### src/rtl/btb_pkg.sv
package btb_pkg;

  typedef enum logic [1:0] {
    DIR_SNT = 2'b00,
    DIR_WNT = 2'b01,
    DIR_WT  = 2'b10,
    DIR_ST  = 2'b11
  } dir_e;

  function automatic dir_e dir_next(input dir_e cur, input logic taken);
    unique case (cur)
      DIR_SNT: dir_next = taken ? DIR_WNT : DIR_SNT;
      DIR_WNT: dir_next = taken ? DIR_WT  : DIR_SNT;
      DIR_WT:  dir_next = taken ? DIR_ST  : DIR_WNT;
      default: dir_next = taken ? DIR_ST  : DIR_WT;
    endcase
  endfunction

  function automatic logic dir_taken(input dir_e cur);
    dir_taken = (cur == DIR_WT) || (cur == DIR_ST);
  endfunction

endpackage

### src/rtl/btb_entry.sv
module btb_entry
  import btb_pkg::*;
#(
  parameter int PC_W  = 32,
  parameter int TAG_W = 26
) (
  input  logic             clk_i,
  input  logic             rst_ni,
  input  logic             we_i,
  input  logic [TAG_W-1:0] tag_i,
  input  logic             taken_i,
  input  logic [PC_W-1:0]  tgt_i,
  output logic             vld_o,
  output logic [TAG_W-1:0] tag_o,
  output logic [PC_W-1:0]  tgt_o,
  output dir_e             st_o
);

  logic             vld_q;
  logic [TAG_W-1:0] tag_q;
  logic [PC_W-1:0]  tgt_q;
  dir_e             st_q;
  logic             own_w;

  assign own_w = vld_q && (tag_q == tag_i);

  always_ff @(posedge clk_i or negedge rst_ni) begin
    if (!rst_ni) begin
      vld_q <= 1'b0;
      tag_q <= '0;
      tgt_q <= '0;
      st_q  <= DIR_WNT;
    end else if (we_i) begin
      if (own_w) begin
        st_q <= dir_next(st_q, taken_i);
        if (taken_i) tgt_q <= tgt_i;
      end else begin
        vld_q <= 1'b1;
        tag_q <= tag_i;
        tgt_q <= tgt_i;
        st_q  <= taken_i ? DIR_WT : DIR_WNT;
      end
    end
  end

  assign vld_o = vld_q;
  assign tag_o = tag_q;
  assign tgt_o = tgt_q;
  assign st_o  = st_q;


  alloc_chk: assert property (@(posedge clk_i) disable iff (!rst_ni)
    we_i |=> vld_q && (tag_q == $past(tag_i)));


  snt_step_chk: assert property (@(posedge clk_i) disable iff (!rst_ni)
    (we_i && own_w && st_q == DIR_SNT && taken_i) |=> st_q == DIR_WNT);


  st_sat_chk: assert property (@(posedge clk_i) disable iff (!rst_ni)
    (we_i && own_w && st_q == DIR_ST && taken_i) |=> st_q == DIR_ST);


  snt_sat_chk: assert property (@(posedge clk_i) disable iff (!rst_ni)
    (we_i && own_w && st_q == DIR_SNT && !taken_i) |=> st_q == DIR_SNT);


  keep_tgt_chk: assert property (@(posedge clk_i) disable iff (!rst_ni)
    (we_i && own_w && !taken_i) |=> $stable(tgt_q));


  idle_chk: assert property (@(posedge clk_i) disable iff (!rst_ni)
    !we_i |=> $stable(vld_q) && $stable(tgt_q) && $stable(st_q) && $stable(tag_q));

endmodule

### src/rtl/btb_lookup.sv
module btb_lookup
  import btb_pkg::*;
#(
  parameter int PC_W  = 32,
  parameter int IDX_W = 4,
  parameter int TAG_W = 26,
  localparam int N    = 1 << IDX_W
) (
  input  logic                    clk_i,
  input  logic                    rst_ni,
  input  logic [IDX_W-1:0]        idx_i,
  input  logic [TAG_W-1:0]        tag_i,
  input  logic [PC_W-1:0]         seq_pc_i,
  input  logic                    back_i,
  input  logic [N-1:0]            vld_i,
  input  logic [N-1:0][TAG_W-1:0] tag_a_i,
  input  logic [N-1:0][PC_W-1:0]  tgt_a_i,
  input  logic [N-1:0][1:0]       st_a_i,
  output logic                    hit_o,
  output logic                    taken_o,
  output logic [PC_W-1:0]         tgt_o
);

  dir_e sel_st;

  always_comb begin
    sel_st  = dir_e'(st_a_i[idx_i]);
    hit_o   = vld_i[idx_i] && (tag_a_i[idx_i] == tag_i);
    taken_o = hit_o ? dir_taken(sel_st) : back_i;
    tgt_o   = (hit_o && taken_o) ? tgt_a_i[idx_i] : seq_pc_i;
  end


  seq_tgt_chk: assert property (@(posedge clk_i) disable iff (!rst_ni)
    !taken_o |-> tgt_o == seq_pc_i);

endmodule

### src/rtl/btb_predictor.sv
module btb_predictor
  import btb_pkg::*;
#(
  parameter int PC_W    = 32,
  parameter int IDX_W   = 4,
  parameter int ALIGN_W = 2
) (
  input  logic            clk_i,
  input  logic            rst_ni,
  input  logic [PC_W-1:0] fetch_pc_i,
  input  logic            fetch_back_i,
  output logic            pred_hit_o,
  output logic            pred_taken_o,
  output logic [PC_W-1:0] pred_target_o,
  input  logic            upd_valid_i,
  input  logic [PC_W-1:0] upd_pc_i,
  input  logic            upd_taken_i,
  input  logic [PC_W-1:0] upd_target_i
);

  localparam int N     = 1 << IDX_W;
  localparam int TAG_W = PC_W - IDX_W - ALIGN_W;

  logic [IDX_W-1:0] f_idx, u_idx;
  logic [TAG_W-1:0] f_tag, u_tag;
  logic [PC_W-1:0]  f_seq;

  assign f_idx = fetch_pc_i[ALIGN_W +: IDX_W];
  assign f_tag = fetch_pc_i[PC_W-1 -: TAG_W];
  assign u_idx = upd_pc_i[ALIGN_W +: IDX_W];
  assign u_tag = upd_pc_i[PC_W-1 -: TAG_W];
  assign f_seq = fetch_pc_i + PC_W'(4);

  logic [N-1:0]            vld;
  logic [N-1:0][TAG_W-1:0] tag_a;
  logic [N-1:0][PC_W-1:0]  tgt_a;
  logic [N-1:0][1:0]       st_a;

  for (genvar i = 0; i < N; i++) begin : g_ent
    dir_e st_w;
    btb_entry #(.PC_W(PC_W), .TAG_W(TAG_W)) u_ent (
      .clk_i   (clk_i),
      .rst_ni  (rst_ni),
      .we_i    (upd_valid_i && (u_idx == IDX_W'(i))),
      .tag_i   (u_tag),
      .taken_i (upd_taken_i),
      .tgt_i   (upd_target_i),
      .vld_o   (vld[i]),
      .tag_o   (tag_a[i]),
      .tgt_o   (tgt_a[i]),
      .st_o    (st_w)
    );
    assign st_a[i] = st_w;
  end

  btb_lookup #(.PC_W(PC_W), .IDX_W(IDX_W), .TAG_W(TAG_W)) u_look (
    .clk_i    (clk_i),
    .rst_ni   (rst_ni),
    .idx_i    (f_idx),
    .tag_i    (f_tag),
    .seq_pc_i (f_seq),
    .back_i   (fetch_back_i),
    .vld_i    (vld),
    .tag_a_i  (tag_a),
    .tgt_a_i  (tgt_a),
    .st_a_i   (st_a),
    .hit_o    (pred_hit_o),
    .taken_o  (pred_taken_o),
    .tgt_o    (pred_target_o)
  );


  reset_empty_chk: assert property (@(posedge clk_i) disable iff (!rst_ni)
    $rose(rst_ni) |-> !pred_hit_o);


  same_cycle_chk: assert property (@(posedge clk_i) disable iff (!rst_ni)
    (upd_valid_i && upd_pc_i == fetch_pc_i && !pred_hit_o) |=>
      ($stable(fetch_pc_i) -> pred_hit_o));

endmodule

### config.mk
export PLATFORM = sky130hd
export DESIGN_NAME = btb_predictor
export DESIGN_NICKNAME = d
export VERILOG_FILES = /design/src/rtl/btb_pkg.sv /design/src/rtl/btb_entry.sv /design/src/rtl/btb_lookup.sv /design/src/rtl/btb_predictor.sv
export SDC_FILE = /design/constraint.sdc
export NUM_CORES = 2
export LEC_CHECK = 0
export BUFFER_PORTS_ARGS = -buffer_cell sky130_fd_sc_hd__buf_2
export CAP_MARGIN = 20
export CORE_UTILIZATION = 63
export DETAILED_ROUTE_END_ITERATION = 10
export MAX_ROUTING_LAYER = met4
export PLACE_DENSITY_LB_ADDON = 0.05
export REMOVE_ABC_BUFFERS = 1
export SYNTH_ARGS = -nofsm -noshare
export SYNTH_HDL_FRONTEND = slang
export SYNTH_SLANG_ARGS = --single-unit
### constraint.sdc
create_clock -name clk_i -period 5.2 [get_ports clk_i]
set_input_delay 0.78 -clock clk_i [delete_from_list [all_inputs] [get_ports clk_i]]
set_output_delay 0.78 -clock clk_i [all_outputs]
set_load 0.02 [all_outputs]
==> results_dict.tcl <==
set metrics [dict create \
    status "complete, no violations" \
    most_used_dff_post_synth "dfrtp_1" \
    slew-limit-headroom 0.273 \
    drt-vias-per-instance 6.72 \
    clk_pin_slew_worst_paths_ns 0.06 \
    dieArea_um2 82600 \
    layout.cells.most_common_list "960 x dfrtp_1, 917 x mux2_2, 329 x xnor2_1" \
    setup_viol 0 \
    timing.clock.skew_ns 0.0480 \
    synth_edf_count 0 \
    floorplan.initialDensity 0.637 \
    synth_top_area_frac 0.468 \
    detail_route.wirelength_mm 161 \
    synth_area_per_cell_um2 13.3 \
    timing.critical_path.required_ns 4.42 \
    grt.overflow.total 0 \
    worst-path-max-fanout 29 \
    drive_above_1_share 0.424 \
    grt_setup_unrepaired "false" \
    post-dp-hpwl_mm 111 \
    ios 135 \
    grt_pass1_vias 35390 \
    pwr_density_cell_nw_per_um2 420 \
    holdBufCountCts 0 \
    drtAntennaViolNets 0 \
    synthTopCellsByArea "dfrtp_1 47%, mux2_2 20%, mux4_2 9.9%" \
    timing.rr.start "g_ent[8].u_ent.tag_o[2]" \
    overall_die_width_um 287 \
    global_route.usage.total 0.409 \
    fp.dieH_um 287 \
    worst_skew_pair.late_latency_ns 0.69 \
    critPathArrivalTime_ns 4.33 \
    min_path_type "input port to async pin" \
    drv_cap 0 \
    synth.lib_cells_used.distinct 71 \
    seq_area_frac_synth 0.476 \
    synth.largest_area_cell "dfrtp_1" \
    grt_first_pass_wirelength_mm 238 \
    clockBufferDepth 3 \
    wl_per_cell_um 31.5 \
    timing.critical_path.from_type "input port" \
    grt_antenna_before_repair 16 \
    async_set_or_reset_register_ratio_after_synthesis 1.00 \
    pin_count_of_the_biggest_net_entering_global_routing 130 \
    clock_tree.htree_level_count 3 \
    cts_buffers 104 \
    postSynthCellCount 3871 \
    drtPass1Iterations 8 \
    drv_slew 0 \
    port_buffers 132 \
    fmax_mhz 196 \
    finalCritPeriodShare 0.983 \
    cts_tree "done" \
    post-route-drc-count 0 \
    postLayoutCellArea_um2 57400 \
    post_cts.repair.setup_buffers 0 \
    postPlaceCellArea_um2 53700 \
    mappedNetlistArea_um2 51300 \
    most_common_cell_after_layout_fill_and_taps_aside "dfrtp_1" \
    synth_warnings 0 \
    worst_ir_drop_vdd_mv 0.352 \
    via_count 34349 \
    final_util 0.712 \
    cts_repair_resize_count 0 \
    drt_iter0_drcs 3281 \
    num-nets-final 4047 \
    cts_root_buf "clkbuf_16" \
    placementRows 104 \
    worstMarginPinSlew_ns 1.09 \
    core_region_area_um2 80500 \
    crit_start "fetch_pc_i[2]" \
    area_delta_synth_final_pct 11.8 \
    clock_sink_count 976 \
    gp_routability_congestion 1.07 \
    ys_ff_latch 976 \
    path_class "input port to output port" \
    power.leakage_nw 24.2 \
    timing.critical_path.to_type "output port" \
    final_period_demand_of_the_worst_path_ns 5.11 \
    report.final.hold_viol_count 0 \
    worst-r2r-setup-slack_ns 1.91 \
]
==> per-stage QoR <==
stage | power (W) | setup slack (ns) | hold slack (ns) | cells | TNS (ns)
floorplan | 0.0140 | -0.112 | 0.451 | 3528 | -1.82
global placement | 0.0159 | 0.0460 | 0.471 | 4898 | 0
detailed placement | 0.0162 | 0.0803 | 0.481 | 4899 | 0
CTS | 0.0241 | 0.0625 | 0.226 | 5094 | 0
global route | 0.0249 | 0.0116 | 0.272 | 5107 | 0
finish | 0.0241 | 0.0871 | 0.196 | 5108 | 0
==> worst paths after layout <==
check	to	cells after the start
worst max-delay path	pred_target_o[19]	13
worst min-delay path	g_ent[10].u_ent.tag_o[12]	1
worst max register to register	g_ent[8].u_ent.tgt_o[26]	8
worst min register to register	g_ent[0].u_ent.st_o[0]	2
max in group asynchronous	g_ent[8].u_ent.tgt_o[26]	2
min in group clk_i	g_ent[8].u_ent.tag_o[8]	2
==> cell usage after synthesis (all sizes together) (6+ instances only) <==
cell / number
a211oi: 14
a21oi: 59
a221oi: 6
a22o: 9
a22oi: 29
a31oi: 6
and2: 17
and3: 11
buf: 98
clkbuf: 245
dfrtp: 960
dfstp: 16
inv: 32
mux2: 945
mux2i: 100
mux4: 234
nand2: 153
nand2b: 25
nand3: 40
nand4: 87
nor2: 133
nor2b: 16
nor3: 18
nor4: 42
o21ai: 32
o22ai: 8
or2: 7
xnor2: 329
xor2: 132
==> metal layers <==
layer  GRT usage  share of wire  vias up
met4       0.201          0.058        0
met3      0.0679          0.080      448
met5           -              0        -
li1            -              -    14176
met2       0.618           0.47     1668
met1       0.541           0.39    18057
==> final cells by class <==
type | count | area, µm²
Fill cell | 5384 | 23200
Timing Repair Buffer | 311 | 2290
Clock inverter | 46 | 628
Clock buffer | 149 | 3040
Tap cell | 1060 | 1330
Sequential cell | 976 | 24400
Inverter | 33 | 125
Multi-Input combinational cell | 2519 | 25500
Antenna cell | 14 | 35.0
==> where the power goes <==
group / leakage [nW] / internal, W / total [W] / switching, W
combinational: 10.5 / 0.00299 / 0.00545 / 0.00246
clock: 1.81 / 0.00468 / 0.00787 / 0.00319
sequential: 11.9 / 0.00939 / 0.0108 / 0.00137
==> critical path: stages <==
cell and delay (ns):
buf_12 0.24, buf_4 0.23, buf_12 0.20, mux4_2 0.61
nand2b_1 0.21, a32oi_1 0.20, nand4_1 0.13, a2111oi_0 0.37
and4_1 0.36, nand3_4 0.17, buf_4 0.28, mux2_4 0.35
buf_2 0.16
==> kinds of logic after synthesis <==
group	count (synthesis)	share of synthesized area
simple gates	569	0.0552
xor+xnor	461	0.0787
compound gates	209	0.0273
mux	1279	0.332
buf+inv	376	0.0300
fa+ha+maj	1	0.000244
flops	976	0.476
==> registers in the layout (all words and copies together), names as in the netlist <==
signal and cells:
g_ent.u_ent.tgt_o 512, g_ent.u_ent.vld_o 16, g_ent.u_ent.tag_o 416, g_ent.u_ent.st_o 32
Note: power is estimated with default switching activity, not from simulation.
